--- config.mk ---
export PLATFORM = sky130hd
export DESIGN_NAME = xlat_report_unit
export DESIGN_NICKNAME = d
export VERILOG_FILES = /design/src/rtl/xru_pkg.sv /design/src/rtl/xru_rst_sync.sv /design/src/rtl/xru_regport.sv /design/src/rtl/xru_req_ctrl.sv /design/src/rtl/xru_fault_regs.sv /design/src/rtl/xlat_report_unit.sv
export SDC_FILE = /design/constraint.sdc
export NUM_CORES = 1
export LEC_CHECK = 0
export BUFFER_PORTS_ARGS = -buffer_cell sky130_fd_sc_hd__buf_2
export CORE_MARGIN = 4
export CORE_UTILIZATION = 30
export DETAILED_ROUTE_END_ITERATION = 10
export REMOVE_ABC_BUFFERS = 1
export SYNTH_ARGS = -nofsm -noshare
export SYNTH_HDL_FRONTEND = slang
export SYNTH_SLANG_ARGS = --single-unit
--- constraint.sdc ---
create_clock -name clk -period 4.05 [get_ports clk]
set_input_delay 0 -clock clk [delete_from_list [all_inputs] [get_ports clk]]
set_output_delay 0 -clock clk [all_outputs]
set_load 0.05 [all_outputs]
--- src/rtl/xru_pkg.sv ---
package xru_pkg;

  typedef enum logic [1:0] {
    CPL_OK        = 2'd0,
    CPL_FAULT     = 2'd1,
    CPL_SYNC_ABT  = 2'd2,
    CPL_ASYNC_ABT = 2'd3
  } cpl_kind_e;

  localparam int unsigned FS_W = 13;
  localparam int unsigned FS_CODE_W = 6;

  localparam logic [FS_W-1:0] FS_SYNC_WALK = 13'h00C;
  localparam logic [FS_W-1:0] FS_ASYNC_EXT = 13'h406;

  localparam int unsigned GRP_XLAT   = 7;
  localparam int unsigned SUB_RESULT = 4;
  localparam int unsigned SUB_XLAT   = 8;
  localparam int unsigned GRP_FSTAT  = 5;
  localparam int unsigned GRP_FADDR  = 6;

  function automatic logic [FS_CODE_W-1:0] pack_fs(input logic [FS_W-1:0] fs);
    return {fs[12], fs[10], fs[3:0]};
  endfunction

endpackage

--- src/rtl/xru_rst_sync.sv ---
module xru_rst_sync #(
  parameter int unsigned STAGES = 2
) (
  input  logic clk,
  input  logic rst_n,
  output logic rst_sync_n
);
  logic [STAGES-1:0] sh_q;

  always_ff @(posedge clk or negedge rst_n) begin
    if (!rst_n) sh_q <= '0;
    else        sh_q <= {sh_q[STAGES-2:0], 1'b1};
  end

  assign rst_sync_n = sh_q[STAGES-1];
endmodule

--- src/rtl/xru_regport.sv ---
module xru_regport
  import xru_pkg::*;
#(
  parameter int unsigned DATA_W = 32,
  parameter int unsigned GRP_W  = 4,
  parameter int unsigned SEL_W  = 3
) (
  input  logic              clk,
  input  logic              rst_n,
  input  logic              reg_en,
  input  logic              reg_wr,
  input  logic [GRP_W-1:0]  reg_grp,
  input  logic [GRP_W-1:0]  reg_sub,
  input  logic [SEL_W-1:0]  reg_sel,
  input  logic [DATA_W-1:0] result,
  input  logic [FS_W-1:0]   fstat,
  input  logic [DATA_W-1:0] faddr,
  output logic [DATA_W-1:0] rdata,
  output logic              rvalid,
  output logic              wr_result,
  output logic              xlat_go
);
  logic at_result, at_xlat, at_fstat, at_faddr, rd_req;
  logic [DATA_W-1:0] rdata_n;
  logic rvalid_n;

  always_comb begin
    at_result = (reg_grp == GRP_W'(GRP_XLAT))  && (reg_sub == GRP_W'(SUB_RESULT)) && (reg_sel == '0);
    at_xlat   = (reg_grp == GRP_W'(GRP_XLAT))  && (reg_sub == GRP_W'(SUB_XLAT));
    at_fstat  = (reg_grp == GRP_W'(GRP_FSTAT)) && (reg_sub == '0) && (reg_sel == '0);
    at_faddr  = (reg_grp == GRP_W'(GRP_FADDR)) && (reg_sub == '0) && (reg_sel == '0);
    rd_req    = reg_en && !reg_wr;
    wr_result = reg_en && reg_wr && at_result;
    xlat_go   = reg_en && reg_wr && at_xlat;
  end

  always_comb begin
    rdata_n = '0;
    if (at_result)     rdata_n = result;
    else if (at_fstat) rdata_n = DATA_W'(fstat);
    else if (at_faddr) rdata_n = faddr;
    rvalid_n = rd_req;
  end

  always_ff @(posedge clk or negedge rst_n) begin
    if (!rst_n) rvalid <= 1'b0;
    else        rvalid <= rvalid_n;
  end

  always_ff @(posedge clk or negedge rst_n) begin
    if (!rst_n)      rdata <= '0;
    else if (rd_req) rdata <= rdata_n;
  end
endmodule

--- src/rtl/xru_req_ctrl.sv ---
module xru_req_ctrl #(
  parameter int unsigned DATA_W = 32,
  parameter int unsigned SEL_W  = 3
) (
  input  logic              clk,
  input  logic              rst_n,
  input  logic              xlat_go,
  input  logic [DATA_W-1:0] go_va,
  input  logic [SEL_W-1:0]  go_op,
  input  logic              walk_ready,
  input  logic              cpl_valid,
  output logic              walk_valid,
  output logic [DATA_W-1:0] walk_va,
  output logic [SEL_W-1:0]  walk_op,
  output logic              busy
);
  logic accept;
  logic busy_n, wv_n;

  always_comb begin
    accept = xlat_go && !busy;
    busy_n = busy;
    wv_n   = walk_valid;
    if (accept) begin
      busy_n = 1'b1;
      wv_n   = 1'b1;
    end else begin
      if (cpl_valid) busy_n = 1'b0;
      if (walk_valid && walk_ready) wv_n = 1'b0;
    end
  end

  always_ff @(posedge clk or negedge rst_n) begin
    if (!rst_n) begin
      busy       <= 1'b0;
      walk_valid <= 1'b0;
    end else begin
      busy       <= busy_n;
      walk_valid <= wv_n;
    end
  end

  always_ff @(posedge clk or negedge rst_n) begin
    if (!rst_n) begin
      walk_va <= '0;
      walk_op <= '0;
    end else if (accept) begin
      walk_va <= go_va;
      walk_op <= go_op;
    end
  end
endmodule

--- src/rtl/xru_fault_regs.sv ---
module xru_fault_regs
  import xru_pkg::*;
#(
  parameter int unsigned DATA_W   = 32,
  parameter int unsigned PAGE_LSB = 12
) (
  input  logic                       clk,
  input  logic                       rst_n,
  input  logic                       cpl_valid,
  input  logic [1:0]                 cpl_kind,
  input  logic [DATA_W-PAGE_LSB-1:0] cpl_pa,
  input  logic [PAGE_LSB-2:0]        cpl_attr,
  input  logic [FS_W-1:0]            cpl_fs,
  input  logic [DATA_W-1:0]          xlat_va,
  input  logic                       abort_taken,
  input  logic                       wr_result,
  input  logic [DATA_W-1:0]          wdata,
  output logic [DATA_W-1:0]          result,
  output logic [FS_W-1:0]            fstat,
  output logic [DATA_W-1:0]          faddr,
  output logic                       pend
);
  localparam int unsigned RSV_W = DATA_W - FS_CODE_W - 1;

  cpl_kind_e kind;
  logic [DATA_W-1:0] result_n, faddr_n;
  logic [FS_W-1:0]   fstat_n;
  logic pend_n;
  logic result_en, fstat_en, faddr_en;
  logic unused_fs;

  assign kind      = cpl_kind_e'(cpl_kind);
  assign unused_fs = ^{cpl_fs[11], cpl_fs[9:4]};

  always_comb begin
    result_n  = result;
    fstat_n   = fstat;
    faddr_n   = faddr;
    pend_n    = pend;
    result_en = 1'b0;
    fstat_en  = 1'b0;
    faddr_en  = 1'b0;
    if (wr_result) begin
      result_n  = wdata;
      result_en = 1'b1;
    end
    if (cpl_valid) begin
      unique case (kind)
        CPL_OK: begin
          result_n  = {cpl_pa, cpl_attr, 1'b0};
          result_en = 1'b1;
        end
        CPL_FAULT: begin
          result_n  = {{RSV_W{1'b0}}, pack_fs(cpl_fs), 1'b1};
          result_en = 1'b1;
        end
        CPL_SYNC_ABT: begin
          fstat_n  = FS_SYNC_WALK;
          faddr_n  = xlat_va;
          fstat_en = 1'b1;
          faddr_en = 1'b1;
        end
        CPL_ASYNC_ABT: pend_n = 1'b1;
        default: ;
      endcase
    end
    if (abort_taken && pend_n) begin
      fstat_n  = FS_ASYNC_EXT;
      fstat_en = 1'b1;
      pend_n   = 1'b0;
    end
  end

  always_ff @(posedge clk or negedge rst_n) begin
    if (!rst_n) pend <= 1'b0;
    else        pend <= pend_n;
  end

  always_ff @(posedge clk or negedge rst_n) begin
    if (!rst_n)         result <= '0;
    else if (result_en) result <= result_n;
  end

  always_ff @(posedge clk or negedge rst_n) begin
    if (!rst_n)        fstat <= '0;
    else if (fstat_en) fstat <= fstat_n;
  end

  always_ff @(posedge clk or negedge rst_n) begin
    if (!rst_n)        faddr <= '0;
    else if (faddr_en) faddr <= faddr_n;
  end
endmodule

--- src/rtl/xlat_report_unit.sv ---
module xlat_report_unit
  import xru_pkg::*;
#(
  parameter int unsigned DATA_W      = 32,
  parameter int unsigned PAGE_LSB    = 12,
  parameter int unsigned GRP_W       = 4,
  parameter int unsigned SEL_W       = 3,
  parameter int unsigned SYNC_STAGES = 2
) (
  input  logic                       clk,
  input  logic                       rst_n,
  input  logic                       reg_en,
  input  logic                       reg_wr,
  input  logic [GRP_W-1:0]           reg_grp,
  input  logic [GRP_W-1:0]           reg_sub,
  input  logic [SEL_W-1:0]           reg_sel,
  input  logic [DATA_W-1:0]          reg_wdata,
  output logic [DATA_W-1:0]          reg_rdata,
  output logic                       reg_rvalid,
  output logic                       walk_valid,
  input  logic                       walk_ready,
  output logic [DATA_W-1:0]          walk_va,
  output logic [SEL_W-1:0]           walk_op,
  input  logic                       cpl_valid,
  input  logic [1:0]                 cpl_kind,
  input  logic [DATA_W-PAGE_LSB-1:0] cpl_pa,
  input  logic [PAGE_LSB-2:0]        cpl_attr,
  input  logic [FS_W-1:0]            cpl_fs,
  input  logic                       abort_taken
);
  logic              rst_sync_n;
  logic              wr_result, xlat_go, busy, pend_q;
  logic [DATA_W-1:0] result_q, faddr_q;
  logic [FS_W-1:0]   fstat_q;

  xru_rst_sync #(.STAGES(SYNC_STAGES)) u_rst (
    .clk(clk), .rst_n(rst_n), .rst_sync_n(rst_sync_n)
  );

  xru_regport #(.DATA_W(DATA_W), .GRP_W(GRP_W), .SEL_W(SEL_W)) u_port (
    .clk(clk), .rst_n(rst_sync_n),
    .reg_en(reg_en), .reg_wr(reg_wr), .reg_grp(reg_grp), .reg_sub(reg_sub),
    .reg_sel(reg_sel), .result(result_q), .fstat(fstat_q), .faddr(faddr_q),
    .rdata(reg_rdata), .rvalid(reg_rvalid), .wr_result(wr_result), .xlat_go(xlat_go)
  );

  xru_req_ctrl #(.DATA_W(DATA_W), .SEL_W(SEL_W)) u_req (
    .clk(clk), .rst_n(rst_sync_n),
    .xlat_go(xlat_go), .go_va(reg_wdata), .go_op(reg_sel),
    .walk_ready(walk_ready), .cpl_valid(cpl_valid),
    .walk_valid(walk_valid), .walk_va(walk_va), .walk_op(walk_op), .busy(busy)
  );

  xru_fault_regs #(.DATA_W(DATA_W), .PAGE_LSB(PAGE_LSB)) u_regs (
    .clk(clk), .rst_n(rst_sync_n),
    .cpl_valid(cpl_valid), .cpl_kind(cpl_kind), .cpl_pa(cpl_pa),
    .cpl_attr(cpl_attr), .cpl_fs(cpl_fs), .xlat_va(walk_va),
    .abort_taken(abort_taken), .wr_result(wr_result), .wdata(reg_wdata),
    .result(result_q), .fstat(fstat_q), .faddr(faddr_q), .pend(pend_q)
  );
endmodule

# Word level (Yosys, flattened, before mapping)
# Index checks and enable logic that the tools add are counted.
# totals
reg_bits,150
latchBits,0
ram_bits,0
mem_bits_ro,0
inputBits,96
out_inout_bits,69
word_cells,67
n_memories,0
# classes
n_addsub,0
mul,0
n_div,0
n_lt_le_gt_ge,0
eq_ne,8
n_shift,0
muxes,22
bitwise_logic,0
reduce_logical,26
# op_table
operator,count
two-way mux 32 bit,5
case mux 32 bit (2 select lines),1
two-way mux 13 bit,3
"== test 4 x 3 -> 1 bit, second input constant",4
logical AND 1 bit,14
two-way mux 1 bit,13
nonzero test 2 bit,4
AND reduction 3 bit,2
"== test 2 bit, second input constant",2
"== test 4 bit, second input constant",1
zero test 4 bit,1
zero test 3 bit,1
"== test 2 x 1 -> 1 bit, second input constant",1
zero test 1 bit,2
zero test 2 bit,1
OR reduction 2 bit,1

# Logic depth before layout (Yosys ltp)
# Gate-level depths: netlist of run 1.
# depth
depth_word,7
ltp_mapped,8
depth_no_buf,4

# Hierarchy
# Synthesis of run 1 repeated with hierarchy kept, for this count alone.
# hier_totals
cells_unflattened,527
hier_area_um2,6840.3
# by_module_without_submodules
module,n_inst,cells_each,area_each_um2,seq_area_each_um2
xru_fault_regs,1,236,3319.4,1701.6
xru_regport,1,207,1938.1,825.8
xru_req_ctrl,1,81,1529.0,925.9
xru_rst_sync,1,3,53.8,50.0

# Worst setup path after synthesis of run 1
# OpenSTA, ideal clock, no wires.
# synth_timing
path_kind,register to register
startpoint,register u_req.busy
endpoint,register u_req.walk_op[0]
setup_ps,128
arrival_ps,1370
required_ps,3922
slack_ps,2553
path_stages_with_launch,5
n_path_buf,1
synth_period_minus_slack_ps,1497
cell_sequence,dfrtp_1 nor2_1 nand4_1 clkbuf_1 mux2_1
# synth_between
elab_chain_cells,2
# synth_lines
item,line_no,source
from (decl),xru_req_ctrl.sv:15,output logic busy
from (signal assigned),xru_req_ctrl.sv:38,busy <= busy_n;
zero test 1 bit,xru_req_ctrl.sv:21,accept = xlat_go && !busy;
logical AND 1 bit,xru_req_ctrl.sv:21,
to (signal assigned),xru_req_ctrl.sv:49,walk_op <= go_op;
to (decl),xru_req_ctrl.sv:14,"output logic [SEL_W-1:0] walk_op,"
# Every way passes these cells.
# A chain may end at the register's enable or synchronous reset.

# Final worst setup path of run 1
# layout_timing
startpoint,input reg_sel[1]
endpoint,register u_regs.result[6]
# layout_between
elab_chain_cells,6
word_cells_on_any_way,9
cone_classes,6 x mux; 3 x reduce/logical
# layout_lines
item,line_no,source
from (decl),xlat_report_unit.sv:16,"input logic [SEL_W-1:0] reg_sel,"
zero test 3 bit *,xru_regport.sv:28,at_result = (reg_grp == GRP_W'(GRP_XLAT)) && (reg_sub == GRP_W'(SUB_RESULT)) && (reg_sel == '0);
logical AND 1 bit *,xru_regport.sv:28,
logical AND 1 bit *,xru_regport.sv:33,wr_result = reg_en && reg_wr && at_result;
two-way mux 32 bit or two-way mux 1 bit (tied branches),xru_fault_regs.sv:43,if (wr_result) begin
case mux 32 bit (2 select lines) or two-way mux 1 bit (tied branches),xru_fault_regs.sv:48,unique case (kind)
two-way mux 32 bit or two-way mux 1 bit (tied branches),xru_fault_regs.sv:47,if (cpl_valid) begin
to (signal assigned),xru_fault_regs.sv:81,else if (result_en) result <= result_n;
to (decl),xru_fault_regs.sv:18,"output logic [DATA_W-1:0] result,"
# Every way passes the cells marked *; elsewhere a longest branch is shown, timed or not.

==> results_dict.tcl, run 1 <==
set metrics [dict create \
    arrival_ps 2520 \
    port_buffers 157 \
    outcome "complete, no violations" \
    cellPowerDensity_nw_per_um2 404.9 \
    clock_latency_ps 410 \
    hp-class "in2reg" \
    place.gp.congestion 0.7893 \
    cts.repair.resized 0 \
    crit_start "reg_sel[1]" \
    yosysTopAreaCell "dfrtp_1" \
    fillerInstances 1929 \
    switchingPower_uw 785.7 \
    grt_usage 0.1561 \
    crit_required_ps 4340 \
    cts-root-buf "clkbuf_16" \
    antenna_left 0 \
    drc_errors 0 \
    hpwl_mm 11.12 \
    period_minus_slack_ps 2233 \
    grt_overflow_total 0 \
    antenna_found_initial 0 \
    ys_warn_count 0 \
    first_pass_iters 4 \
    crit_path_top_delay_cell "dlygate4sd3_1" \
    cpMostUsedCell "dlygate4sd3_1" \
    fin_cells 988 \
    h-tree-depth 4 \
    numCtsBuffers 17 \
    cts.clk_slew.worst_paths_ps 60 \
    rsz0062_at_grt "false" \
    drv_cap 0 \
    vias 4815 \
    avgSynthCellArea_sq_um 12.66 \
    reg2reg_from "u_rst.sh_q[1]" \
    holdPathStages 3 \
    min_from "reg_grp[1]" \
    dp_slack_ps 2060 \
    crit_path_max_incr_delay_ps 550 \
    fin_tns_setup_ps 0 \
    fmax_mhz 447.8 \
    die_w_um 149.9 \
    holdWs_ps 71.23 \
    tightestPinTransition_ps 990.4 \
    p_leak_nw 4.338 \
    synth_top_flop_cell "dfrtp_1" \
    rows 51 \
    async_flop_share 1.000 \
    cts_tree "yes" \
    syn_to_final_growth_pct 39.78 \
    p_comb_frac 0.097 \
    maxSlewHeadroom 0.3397 \
    pin_count 165 \
    syn_area_sq_um 6038 \
    die_h_um 149.9 \
    syn_inst 477 \
    path_class "in2reg" \
    fin_skew_ps 8.578 \
    ys_seq_area_frac 0.5802 \
    drive_gt1_frac 0.4108 \
    post-route-period-util 0.5513 \
    multiInputGateArea_sq_um 2255 \
    crit_fanout 6 \
    vias_per_cell 4.873 \
    core_sq_um 19650 \
    grt_pass1_vias 5110 \
    synth.distinct_cells 42 \
    post-route-util 0.4295 \
    clk_path_buf_depth 2 \
    insertedDiodeCount 0 \
    seq_power_share 0.445 \
    peakVddDrop_mv 0.2505 \
    ys_ff_latch 140 \
    die-area_sq_um 22460 \
    synth_edf_count 0 \
    fin_ws_ps 1817 \
    slew_viol_final 0 \
    fin_nets 807 \
    drt-total-wl_mm 17.24 \
    seqCellArea_sq_um 3507 \
    finalHoldViolations 0 \
    grt_pass1_wl_mm 27.19 \
    setup_viol 0 \
    setup.worst_path.end_class "flop" \
    p_int_mw 2.632 \
    initialDrtViolationCount 170 \
    clockPowerShare 0.458 \
    start_util 0.3072 \
    yosysTopAreaCellShare 0.5802 \
    swShare 0.2299 \
    worstSetupStartpointType "input pin" \
    yosys-top-cells-area "dfrtp_1, mux2_2, a22oi_2" \
    cts_num_sinks 140 \
    place_inst 881 \
    drt-wirelength-per-cell_um 17.45 \
    grt_max_degree 74 \
    ff2ff_path_depth 1 \
    crit_path_cell_trace "dlygate4sd3_1, buf_2, nor4_1, nand4_1, and2_0, a221o_1, dlygate4sd3_1" \
]
-- state kept, by name, summed over array words and instances, names as in the netlist --
| register | cells |
|---|---|
| u_port.rdata | 32 |
| u_regs.faddr | 32 |
| u_regs.result | 32 |
| u_req.walk_va | 32 |
| u_regs.fstat | 3 |
| u_req.walk_op | 3 |
| u_rst.sh_q | 2 |
| u_port.rvalid | 1 |
| u_regs.pend | 1 |
| u_req.busy | 1 |
| u_req.walk_valid | 1 |
-- repair_timing --
action,in CTS,in global routing
hold endpoints to repair,75,0
buffers inserted,0,0
hold buffers,76,0
-- critical path, delay by kind of cell --
kind	cells	cell delay (ps)
buffers and inverters	3	1230
AO/OA/AOI/OAI	1	400
AND/OR/NAND/NOR	3	890
-- placed cells by master (no fill, tap or decap), types with 2 or more instances in the layout --
cell           synthesis  final
clkbuf_1              13      4
bufinv_16              0      3
o221a_1               12     12
nor4_1                 3      3
nand4_1                2      2
nand3_1                3      3
buf_2                 10    157
o221a_2               14     14
clkinv_2               0      4
clkbuf_16              0     17
clkbuf_8               0      2
inv_1                 28     28
a21oi_1                3      3
a22oi_2               20     20
buf_4                  1     12
a221o_1                9      9
nor4_4                 2      2
nor2b_1                6      5
nand2_1               60     60
dlygate4sd3_1          0     76
nor3_1                 3      3
nor2_1                10     10
nand2b_1               4      3
mux2_1                10     10
a311oi_1               2      2
o21ai_0               27     27
dfrtp_1              140    139
mux2i_1                6      6
mux2_2                57     57
a22oi_1               11     11
-- per-stage QoR --
step / area, sq um / power (mW)
after floorplan: 5858 / 1.688
after global placement: 7094 / 1.803
after detailed placement: 7094 / 1.815
after CTS: 8441 / 3.466
after global routing: 8441 / 3.557
final: 8441 / 3.418
-- logic make-up (layout without fill, tap and decap cells) --
group,Yosys count,in the layout,synth area share
and+or+nand+nor,102,102,0.08579
muxes,73,73,0.1349
AOI/OAI and AO/OA,102,102,0.1513
other,1,1,0.0006210
buffers and inverters,59,305,0.04724
DFF,140,140,0.5802
-- routing by layer --
metal	GRT usage	vias to the layer above	routed length, um
li1	-	2193	-
met1	0.2053	2454	7748
met2	0.2494	139	8267
met3	0.03664	29	822
met4	0.06176	0	403
met5	0	-	0
-- power by group through the flow --
| stage | Clock, mW | Combinational, mW | Sequential [mW] |
|---|---|---|---|
| after global routing | 1.67 | 0.358 | 1.53 |
| after floorplan | 0 | 0.113 | 1.57 |
| after global placement | 0 | 0.260 | 1.54 |
| final | 1.57 | 0.330 | 1.52 |
| after detailed placement | 0 | 0.267 | 1.55 |
| after CTS | 1.61 | 0.332 | 1.52 |
-- synthesized netlist by cell type (all sizes together) (2+ instances only) --
master,count
dfrtp,140
mux2,67
nand2,60
a22oi,31
inv,28
o21ai,27
o221a,26
buf,16
clkbuf,14
nor2,10
a221o,9
mux2i,6
nor2b,6
nor4,5
nand2b,4
a21oi,3
nand3,3
nor3,3
a311oi,2
nand4,2
-- worst paths after layout --
path | endpoint | slack (ps)
worst min register to register | u_rst.sh_q[1] | 350
worst min-delay path | u_port.rdata[1] | 70
worst max register to register | u_port.rdata[13] | 2670
worst max-delay path | u_regs.result[6] | 1820
max in group asynchronous | u_port.rdata[13] | 2670
min in group asynchronous | u_rst.sh_q[1] | 430
-- cell type report --
class / instances / share of cell area
clock buffers: 23 / 0.05544
clock inverters: 8 / 0.01393
inverters: 28 / 0.01245
multi-input cells: 278 / 0.2671
flip-flops and latches: 140 / 0.4155
well taps: 265 / 0.03928
repair buffers: 246 / 0.1963
(Power assumes the default switching activity.)
==> inputs of run 2 (changes only) <==
Clock period 4.05 ns to 1.9 ns, I/O delays scaled along.
==> run 2 against run 1 <==
First-iteration DRC count increased by 11%. Sequential share of layout area decreased by 0.42 points. Register-to-register slack got worse by 2200 ps. Highest routed layer unchanged.
==> results_dict.tcl, run 2 (same netlist as run 1, synthesis figures left out) <==
set metrics [dict create \
    reg2reg_from "u_regs.result[3]" \
    h-tree-depth 4 \
    grt_pass1_vias 5130 \
    clk_path_buf_depth 2 \
    fmax_mhz 539.4 \
    antenna_found_initial 0 \
    setup.worst_path.end "u_regs.result[3]" \
    dp_slack_ps 233.4 \
    pin_count 165 \
    fin_ws_ps 46.06 \
    mostFrequentLayoutCells "buf_2, dfrtp_1, dlygate4sd3_1, nand2_1, mux2_2" \
    grt_overflow_total 0 \
    cts.clk_slew.worst_paths_ps 60 \
    fillerInstances 1897 \
    holdWs_ps 41.67 \
    cts_tree "yes" \
    crit_fanout 9 \
    start_util 0.3072 \
    fin_nets 813 \
    port_buffers 157 \
    rsz0062_at_grt "false" \
    maxSlewHeadroom 0.6450 \
    rows 51 \
    mostFrequentLayoutCell "buf_2" \
    insertedDiodeCount 0 \
    drt-wirelength-per-cell_um 17.36 \
    antenna_left 0 \
    outcome "complete, no violations" \
    peakVddDrop_mv 0.4735 \
    place.gp.congestion 0.7681 \
    hp-class "in2reg" \
    crit_start "cpl_valid" \
    die-area_sq_um 22460 \
    path_class "in2reg" \
    fin_skew_ps 11.22 \
    drv_cap 0 \
    grt_usage 0.1583 \
    drc_errors 0 \
    vias 4760 \
    initialDrtViolationCount 188 \
    p_leak_nw 4.367 \
    tightestPinTransition_ps 530.5 \
    core_sq_um 19650 \
    grt_max_degree 61 \
    hpwl_mm 11.31 \
    crit_required_ps 2180 \
    setup.worst_path.end_class "flop" \
    vias_per_cell 4.803 \
    numCtsBuffers 17 \
    arrival_ps 2130 \
    period_minus_slack_ps 1854 \
    cts_num_sinks 140 \
    slew_viol_final 0 \
    grt_pass1_wl_mm 27.54 \
    ff2ff_path_depth 2 \
    drt-total-wl_mm 17.20 \
    drive_gt1_frac 0.4105 \
    post-route-period-util 0.9758 \
    finalHoldViolations 0 \
    die_h_um 149.9 \
    syn_to_final_growth_pct 41.21 \
    worstSetupStartpointType "input pin" \
    setup_viol 0 \
    first_pass_iters 4 \
    ff2ff_setup_slack_ps 520 \
    r2r_end "u_regs.result[3]" \
    cts-root-buf "clkbuf_16" \
    cellPowerDensity_nw_per_um2 827.4 \
    die_w_um 149.9 \
    clock_latency_ps 410 \
]
[run 2: power breakdown]
part           switching [mW]  internal [mW]
logic                   0.359          0.379
registers               0.101           3.13
clock network            1.14           1.95
total                    1.60           5.45
[run 2: worst min-delay path by stage]
stage	start	endpoint	slack, ps	depth (start not counted)
after floorplan	rst_n	u_rst.sh_q[0]	-300	0
after global placement	rst_n	u_rst.sh_q[0]	-210	1
after detailed placement	rst_n	u_rst.sh_q[0]	-210	1
after CTS	cpl_kind[1]	u_regs.fstat[3]	20	4
after global routing	cpl_kind[1]	u_regs.fstat[2]	60	3
final	cpl_kind[1]	u_regs.fstat[2]	40	3
[run 2: what timing repair did]
item	in CTS	in global routing
endpoints found under the hold margin	75	0
hold buffers	78	0
resized for setup	0	2
setup buffers	0	0
endpoints found under the setup margin	0	2
[run 2: cell type report]
cell class                      instances  area [sq um]  area share
Clock buffer                           26         509.2     0.05972
Sequential cell                       140          3507      0.4113
Clock inverter                          2         35.03    0.004109
Timing Repair Buffer                  252          1784      0.2092
Multi-Input combinational cell        278          2255      0.2644
Inverter                               28         105.1     0.01233
Tap cell                              265         331.6     0.03888
[run 2: stage by stage]
step	utilization	std cells	power, mW	TNS, ps	cell area [sq um]
after global placement	0.3663	885	3.862	0	7199
after detailed placement	0.3663	885	3.892	0	7199
after global routing	0.4339	991	7.390	0	8527
final	0.4339	991	7.055	0	8527
after CTS	0.4337	991	7.160	0	8524
after floorplan	-	446	3.597	-348680	5858
[run 2: per-layer routing]
metal  wire length [um]  share of wire  vias to the layer above  global-route usage
met5                  0              0                        -                   0
met4                145         0.0084                        0             0.04117
met3                963          0.056                       11             0.04391
met2               8508           0.49                      147              0.2604
met1               7584           0.44                     2398              0.2066
li1                   -              -                     2204                   -
[run 2: worst max-delay path, stage by stage]
cell and delay (ps):
dlygate4sd3_1 520, clkbuf_4 180, nand2b_1 90, buf_4 170, and2_1 220, a221o_1 380, dlygate4sd3_1 570
